==> src/rtl/top3_pkg.sv <==
package top3_pkg;
    // Linear index of unordered pair (i,j), i<j, in the order
    // (0,1),(0,2)..(0,n-1),(1,2).. ; the decoders rely on this order.
    function automatic int pair_idx(input int i, input int j, input int n);
        return i * n - (i * (i + 1)) / 2 + (j - i - 1);
    endfunction
endpackage

==> src/rtl/top3_pair_cmp.sv <==
module top3_pair_cmp #(
    parameter int N  = 6,
    parameter int QW = 6,
    localparam int NP = N * (N - 1) / 2
) (
    input  logic [N*QW-1:0] q,
    output logic [NP-1:0]   win
);
    // one comparator per pair: bit is 1 when the lower-indexed side is >=
    for (genvar i = 0; i < N; i++) begin : g_row
        for (genvar j = i + 1; j < N; j++) begin : g_col
            localparam int P = top3_pkg::pair_idx(i, j, N);
            assign win[P] = (q[i*QW +: QW] >= q[j*QW +: QW]);
        end
    end
endmodule

==> src/rtl/top3_dup_filter.sv <==
module top3_dup_filter #(
    parameter int N  = 6,
    parameter int QW = 6,
    parameter int IW = 8,
    localparam int NP = N * (N - 1) / 2
) (
    input  logic [N*QW-1:0] q,
    input  logic [N*IW-1:0] id,
    input  logic [NP-1:0]   win_raw,
    output logic [N-1:0]    kill,
    output logic [NP-1:0]   win_adj
);
    // a candidate is removed when empty or beaten by a same-id candidate
    always_comb begin
        for (int j = 0; j < N; j++) begin
            kill[j] = (q[j*QW +: QW] == '0);
            for (int i = 0; i < N; i++) begin
                if (i != j) begin
                    logic same;
                    logic beats;
                    same  = (id[i*IW +: IW] == id[j*IW +: IW]) && (id[j*IW +: IW] != '0);
                    beats = (i < j) ? win_raw[top3_pkg::pair_idx(i, j, N)]
                                    : !win_raw[top3_pkg::pair_idx(j, i, N)];
                    if (same && beats) kill[j] = 1'b1;
                end
            end
        end
    end

    // removed candidates lose every comparison against a survivor
    for (genvar i = 0; i < N; i++) begin : g_row
        for (genvar j = i + 1; j < N; j++) begin : g_col
            localparam int P = top3_pkg::pair_idx(i, j, N);
            always_comb begin
                unique case ({kill[i], kill[j]})
                    2'b10:   win_adj[P] = 1'b0;
                    2'b01:   win_adj[P] = 1'b1;
                    default: win_adj[P] = win_raw[P];
                endcase
            end
        end
    end
endmodule

==> src/rtl/top3_rank_decode.sv <==
module top3_rank_decode #(
    parameter int N     = 6,
    parameter int QW    = 6,
    parameter int NSLOT = 3,
    localparam int NP = N * (N - 1) / 2,
    localparam int PW = $clog2(N)
) (
    input  logic [N*QW-1:0]     q,
    input  logic [NP-1:0]       win,
    input  logic [N-1:0]        kill,
    output logic [NSLOT*QW-1:0] slot_q,
    output logic [NSLOT*PW-1:0] slot_pos,
    output logic [NSLOT-1:0]    slot_vld
);
    logic [PW-1:0] loss [N];

    always_comb begin
        for (int k = 0; k < N; k++) loss[k] = '0;
        for (int i = 0; i < N; i++) begin
            for (int j = i + 1; j < N; j++) begin
                if (win[top3_pkg::pair_idx(i, j, N)]) loss[j] = loss[j] + PW'(1);
                else                                  loss[i] = loss[i] + PW'(1);
            end
        end
        slot_q   = '0;
        slot_pos = '0;
        slot_vld = '0;
        for (int r = 0; r < NSLOT; r++) begin
            for (int k = 0; k < N; k++) begin
                if (loss[k] == PW'(r) && !kill[k]) begin
                    slot_vld[r]          = 1'b1;
                    slot_q[r*QW +: QW]   = q[k*QW +: QW];
                    slot_pos[r*PW +: PW] = PW'(k);
                end
            end
        end
    end
endmodule

==> src/rtl/top3_select.sv <==
module top3_select #(
    parameter int N       = 6,
    parameter int QW      = 6,
    parameter int IW      = 8,
    parameter int NSLOT   = 3,
    parameter bit REG_OUT = 1'b1,
    localparam int NP = N * (N - 1) / 2,
    localparam int PW = $clog2(N)
) (
    input  logic                clk,
    input  logic                rst,
    input  logic [N*QW-1:0]     q_in,
    input  logic [N*IW-1:0]     id_in,
    output logic [NSLOT*QW-1:0] slot_q,
    output logic [NSLOT*PW-1:0] slot_pos,
    output logic [NSLOT-1:0]    slot_vld
);
    logic [NP-1:0]       win_raw;
    logic [NP-1:0]       win_adj;
    logic [N-1:0]        kill;
    logic [NSLOT*QW-1:0] nxt_q;
    logic [NSLOT*PW-1:0] nxt_pos;
    logic [NSLOT-1:0]    nxt_vld;

    top3_pair_cmp #(.N(N), .QW(QW)) u_cmp (
        .q   (q_in),
        .win (win_raw)
    );

    top3_dup_filter #(.N(N), .QW(QW), .IW(IW)) u_dup (
        .q       (q_in),
        .id      (id_in),
        .win_raw (win_raw),
        .kill    (kill),
        .win_adj (win_adj)
    );

    top3_rank_decode #(.N(N), .QW(QW), .NSLOT(NSLOT)) u_dec (
        .q        (q_in),
        .win      (win_adj),
        .kill     (kill),
        .slot_q   (nxt_q),
        .slot_pos (nxt_pos),
        .slot_vld (nxt_vld)
    );

    if (REG_OUT) begin : g_reg
        always_ff @(posedge clk) begin
            if (rst) begin
                slot_q   <= '0;
                slot_pos <= '0;
                slot_vld <= '0;
            end else begin
                slot_q   <= nxt_q;
                slot_pos <= nxt_pos;
                slot_vld <= nxt_vld;
            end
        end
    end else begin : g_comb
        assign slot_q   = nxt_q;
        assign slot_pos = nxt_pos;
        assign slot_vld = nxt_vld;
    end
endmodule

==> config.mk <==
export PLATFORM = sky130hd
export DESIGN_NAME = top3_select
export DESIGN_NICKNAME = d
export VERILOG_FILES = /design/src/rtl/top3_pkg.sv /design/src/rtl/top3_pair_cmp.sv /design/src/rtl/top3_dup_filter.sv /design/src/rtl/top3_rank_decode.sv /design/src/rtl/top3_select.sv
export SDC_FILE = /design/constraint.sdc
export NUM_CORES = 1
export LEC_CHECK = 0
export BUFFER_PORTS_ARGS = -buffer_cell sky130_fd_sc_hd__clkbuf_2
export CAP_MARGIN = 20
export CORE_UTILIZATION = 50
export DETAILED_ROUTE_END_ITERATION = 8
export MAX_ROUTING_LAYER = met4
export PLACE_DENSITY = 0.69
export SYNTH_ARGS = -nofsm -noshare
export SYNTH_HDL_FRONTEND = slang
export SYNTH_SLANG_ARGS = --single-unit
==> constraint.sdc <==
create_clock -name clk -period 11.9 [get_ports clk]
set_clock_uncertainty 0.2 [all_clocks]
set_input_delay 1.19 -clock clk [delete_from_list [all_inputs] [get_ports clk]]
set_output_delay 1.19 -clock clk [all_outputs]
set_load 0.1 [all_outputs]
==> results of run 1 <==
-- area by class of cell --
class | count | area (µm²)
sequential | 30 | 601
tap | 211 | 264
fill | 1494 | 6800
multi-input combinational | 844 | 6740
clock buffer | 6 | 139
timing repair buffer | 117 | 591
inverter | 61 | 229
-- tightest hold or removal path: cells and delay by family --
kind | cells | cell delay [ns]
buf+inv | 1 | 0.11
compound gates | 2 | 0.20
-- registers in the layout (all words and copies together), names as in the netlist --
signal and cells:
slot_vld 3, slot_pos 9, slot_q 18
-- cells by family after synthesis --
| family | count (synthesis) |
|---|---|
| simple gates | 298 |
| compound gates | 262 |
| xor+xnor | 139 |
| buf+inv | 132 |
| fa+ha+maj | 128 |
| flops | 30 |
| mux | 17 |
-- per-stage QoR --
stage                     setup slack (ns)  total power, mW  instance area [µm²]  std cells  hold WS (ns)
after floorplan                       4.59             1.24                 7940       1006          1.18
after global placement                3.14             1.53                 8420       1262          1.33
after detailed placement              3.05             1.54                 8420       1262          1.34
after CTS                             3.32             1.67                 8560       1268          1.07
after global routing                  2.90             1.80                 8570       1269          1.09
final                                 3.14             1.72                 8570       1269          1.06
-- worst max-delay path by stage --
stage                                  endpoint  slack, ns
after CTS                 slot_q[14]$_SDFF_PP0_       3.32
after floorplan            slot_q[0]$_SDFF_PP0_       4.59
after detailed placement  slot_q[14]$_SDFF_PP0_       3.05
after global placement    slot_q[14]$_SDFF_PP0_       3.14
after global routing      slot_q[15]$_SDFF_PP0_       2.90
final                     slot_q[14]$_SDFF_PP0_       3.14
-- layer usage --
layer	global-route usage (%)	routed length, µm	vias up
li1	-	-	3863
met1	46.8	12200	3932
met5	-	0	-
met4	12.0	1000	0
met2	53.7	12200	450
met3	3.21	2220	67
-- synth_stat cells (6+ instances only) --
master,instances,area [µm²]
and3_1,13,81.3
nand2_1,56,210
ha_1,128,1600
o221a_2,6,67.6
or3_1,6,37.5
nand3_1,33,165
nor4_1,32,200
a21oi_1,31,155
a221oi_1,11,96.3
nor3_1,23,115
nor2_1,48,180
o2bb2ai_1,6,52.6
inv_1,59,221
dfxtp_1,30,601
o21a_1,8,60.1
xnor3_1,8,180
o41ai_1,7,61.3
a31oi_1,19,119
o21ai_1,11,55.1
xnor2_1,55,482
o2111ai_1,8,70.1
nor2b_1,16,100
clkbuf_1,8,30.0
o32ai_1,12,105
a211oi_1,6,45.0
mux2i_1,10,100
xor2_1,73,639
nand4_1,17,106
o21ai_0,33,165
o211a_1,9,90.1
nand2b_1,21,131
a21o_1,26,195
o311a_1,7,70.1
buf_2,58,290
-- where the power goes --
| part | switching [mW] | total [mW] | leakage (nW) | internal (mW) |
|---|---|---|---|---|
| Sequential | 0.00942 | 0.152 | 0.249 | 0.143 |
| Clock | 0.0406 | 0.121 | 0.0688 | 0.0804 |
| Combinational | 0.994 | 1.45 | 3.68 | 0.453 |
| Total | 1.04 | 1.72 | 4.00 | 0.677 |
-- layout by cell type, fill, tap and decap left out, drive strengths merged, types with 8 or more instances in the layout --
cell type  count
a211oi        10
a21o          26
a21oi         36
a221oi        12
a31oi         22
and3          14
clkbuf       121
dfxtp         30
ha           128
inv           61
mux2i         10
nand2         57
nand2b        21
nand3         33
nand4         17
nor2          50
nor2b         16
nor3          26
nor4          32
o2111ai        9
o211a          9
o21a           9
o21ai         45
o32ai         12
xnor2         58
xnor3          8
xor2          73
==> results_dict.tcl, run 1 <==
set metrics [dict create \
    grtUsageTotal_pct 34.6 \
    timing.fmax_mhz 114 \
    critical_path_class "in -> reg" \
    drt-total-wl_um 27500 \
    start_util_pct 51.7 \
    cts.sinks 30 \
    syn_inst 1006 \
    hold_start "q_in[31]" \
    grt_pass1_wl_um 42300 \
    p_leak_nw 4.00 \
    maxSlewHeadroom_pct 13.7 \
    worstPathArrival_ns 8.72 \
    drv_cap 0 \
    cpPeakStageDelay_ns 0.57 \
    postCtsHoldBufs 0 \
    die_area_um2 16400 \
    timing.final.crit_share_pct 73.6 \
    routed_via_density 6.55 \
    tightest_slew_ns 1.28 \
    ys.warnings.count 0 \
    tritoncts "built" \
    ant_nets 0 \
    ctsResizeCount 0 \
    synth_edf_count 0 \
    path_clk_slew_ns 0.05 \
    ios 116 \
    hold_class "in -> reg" \
    avgSynthCellArea_um2 7.90 \
    finalSetupTns_ns 0 \
    grt_setup_unrepaired "false" \
    path_depth 28 \
    synthesis.nets 1220 \
    worstHoldEndpoint "slot_q[13]$_SDFF_PP0_" \
    synthMuxAreaShare_pct 2.35 \
    cts_buffer_depth 2 \
    synth_simple_gate_area_share_pct 20.0 \
    portBuffers 115 \
    numCtsBuffers 5 \
    required_ns 11.86 \
    clock-root-buffer "clkbuf_16" \
    first_pass_iters 5 \
    vias 8312 \
    dpl.hpwl_um 22300 \
    critPathMaxFanout 8 \
    fin_crit_ns 8.76 \
    synth_fa_ha_area_share_pct 20.2 \
    crit_start "q_in[8]" \
    syn2layout_area_growth_pct 7.86 \
    pwr_density_cell_nw_per_um2 201 \
    grt_max_degree 24 \
    ys_ff_latch 30 \
    critPathSlowestCell "a221oi_2" \
    globalplace.congestion 0.985 \
    drc 0 \
    drv_slew 0 \
    cts_setup_buffers 0 \
    synthXorXnorAreaFrac_pct 17.0 \
    drt-initial-drc-count 966 \
    avgRoutedWirePerCell_um 21.7 \
    path_delay_family "compound AO/OA/AOI/OAI gates" \
    holdPathStages 3 \
    syn_area_um2 7940 \
    final_core_util_pct 55.7 \
    status "completed" \
    antenna_cells 0 \
    synth_top_family_by_area "compound AO/OA/AOI/OAI gates" \
    setup_viol 0 \
    end_kind "register" \
    first_global_vias 7360 \
    die_w_um 128 \
    cp_common_cell "ha_1" \
    overflow 0 \
    fin_nets 1273 \
    netlist-cell-type-count 91 \
    final_layout_size_suffix_gt1_share_pct 16.6 \
    synth-compound-area-share_pct 25.4 \
    die_y_um 128 \
    synthArstFlopShare_pct 0 \
    vdd_drop_max_mv 0.174 \
    cp-start-kind "primary input" \
    synth_top_flop_cell "dfxtp_1" \
    ys_seq_area_share_pct 7.56 \
    antenna_found_initial 0 \
    htreeDepth 2 \
    finalHoldViolCount 0 \
    coreArea_um2 15400 \
    crit_buf_inv 4 \
    placementRows 45 \
]
No activity file was read; power rests on OpenSTA's default activity.
==> run 2, diff against run 1 <==
- clock period: 11.9 -> 8.4 ns (I/O delays scaled with it)
==> results_dict.tcl, run 2 (synthesis gave the netlist of run 1 again) <==
set metrics [dict create \
    die_w_um 128 \
    met2_usage_pct 53.8 \
    cp-start-kind "primary input" \
    antenna_found_initial 0 \
    path_depth 31 \
    first_pass_iters 5 \
    timing.fmax_mhz 124 \
    finalSetupTns_ns 0 \
    numCtsBuffers 5 \
    cts_buffer_depth 2 \
    antenna_cells 0 \
    path_clk_slew_ns 0.05 \
    status "completed" \
    tritoncts "built" \
    final_layout_size_suffix_gt1_share_pct 18.5 \
    cp_common_cell "ha_1" \
    fin_nets 1296 \
    tightest_slew_ns 0.915 \
    dpl.hpwl_um 22500 \
    use_met3_pct 3.51 \
    largest_register_ffs 18 \
    grt_pass1_wl_um 42400 \
    placementRows 45 \
    portBuffers 115 \
    dp.cells 1286 \
    holdWs_ns 0.714 \
    grtUsageTotal_pct 34.5 \
    critPathMaxFanout 6 \
    first_global_vias 7515 \
    routed_via_density 6.43 \
    die_area_um2 16400 \
    p_leak_nw 4.11 \
    ctsResizeCount 0 \
    vias 8317 \
    mostFrequentLayoutCells "ha_1 (128), clkbuf_2 (115), xor2_1 (73)" \
    grt_max_degree 24 \
    htreeDepth 2 \
    largest_register "slot_q" \
    final-instance-count-excl-fill 1293 \
    ant_nets 0 \
    drv_slew 0 \
    globalplace.congestion 1.03 \
    timing.final.crit_share_pct 95.8 \
    critical_path_class "in -> reg" \
    drv_cap 0 \
    clock-root-buffer "clkbuf_16" \
    path_delay_family "compound AO/OA/AOI/OAI gates" \
    avgRoutedWirePerCell_um 21.3 \
    overflow 0 \
    postCtsHoldBufs 0 \
    worstPathArrival_ns 8.01 \
    met1_usage_pct 45.2 \
    hold_class "in -> reg" \
    cts_setup_buffers 0 \
    grt_busiest_layer "met2" \
    drt-initial-drc-count 820 \
    setup_viol 0 \
    vdd_drop_max_mv 0.223 \
    grt_setup_unrepaired "false" \
    final_common_cell "ha_1" \
    required_ns 8.36 \
    start_util_pct 51.7 \
    drt-total-wl_um 27600 \
    critPathSlowestCell "a221oi_1" \
    ios 116 \
    fin_crit_ns 8.05 \
    drc 0 \
    syn2layout_area_growth_pct 9.99 \
    finalHoldViolCount 0 \
    cpPeakStageDelay_ns 0.67 \
    die_y_um 128 \
    crit_buf_inv 4 \
    maxSlewHeadroom_pct 39.0 \
    holdPathStages 3 \
    end_kind "register" \
    largestRegisters "slot_q x18, slot_pos x9, slot_vld x3" \
    pwr_density_cell_nw_per_um2 279 \
    cts.sinks 30 \
    coreArea_um2 15400 \
]
-- run 2: layer usage --
metal  part of all wire, %  up-vias
met5                     0        -
met4                   4.5        0
met3                   8.7       81
met2                    44      459
met1                    43     3882
li1                      -     3895
-- run 2: area by class of cell --
cell class                      count  area (µm²)
Clock buffer                        5         125
Clock inverter                      2        10.0
Fill cell                        1484        6640
Inverter                           61         229
Multi-Input combinational cell    844        6740
Sequential cell                    30         601
Tap cell                          211         264
Timing Repair Buffer              140         763
-- run 2: path summary, 6_finish.rpt --
kind	startpoint	endpoint	slack, ns
setup / recovery	q_in[0]	slot_q[0]$_SDFF_PP0_	0.35
hold / removal	q_in[32]	slot_q[14]$_SDFF_PP0_	0.71
-- run 2: report_power, final --
group | internal, mW | switching, mW | leakage (nW)
clock | 0.106 | 0.0582 | 0.0694
sequential | 0.203 | 0.0126 | 0.249
combinational | 0.679 | 1.38 | 3.79
-- run 2: worst min-delay path: cells and delay by family --
family | cells | cell delay (ns)
buffers and inverters | 1 | 0.11
AO/OA/AOI/OAI | 2 | 0.21
-- run 2: metrics by stage --
step / instance area [µm²] / util [%] / total power [mW] / worst slack (ns)
detailed placement: 8600 / 56.0 / 2.22 / 0.361
floorplan: 7940 / - / 1.76 / 1.44
global placement: 8600 / 56.0 / 2.22 / 0.453
global route: 8740 / 56.8 / 2.57 / 0.0612
finish: 8740 / 56.8 / 2.44 / 0.351
CTS: 8740 / 56.8 / 2.39 / 0.602
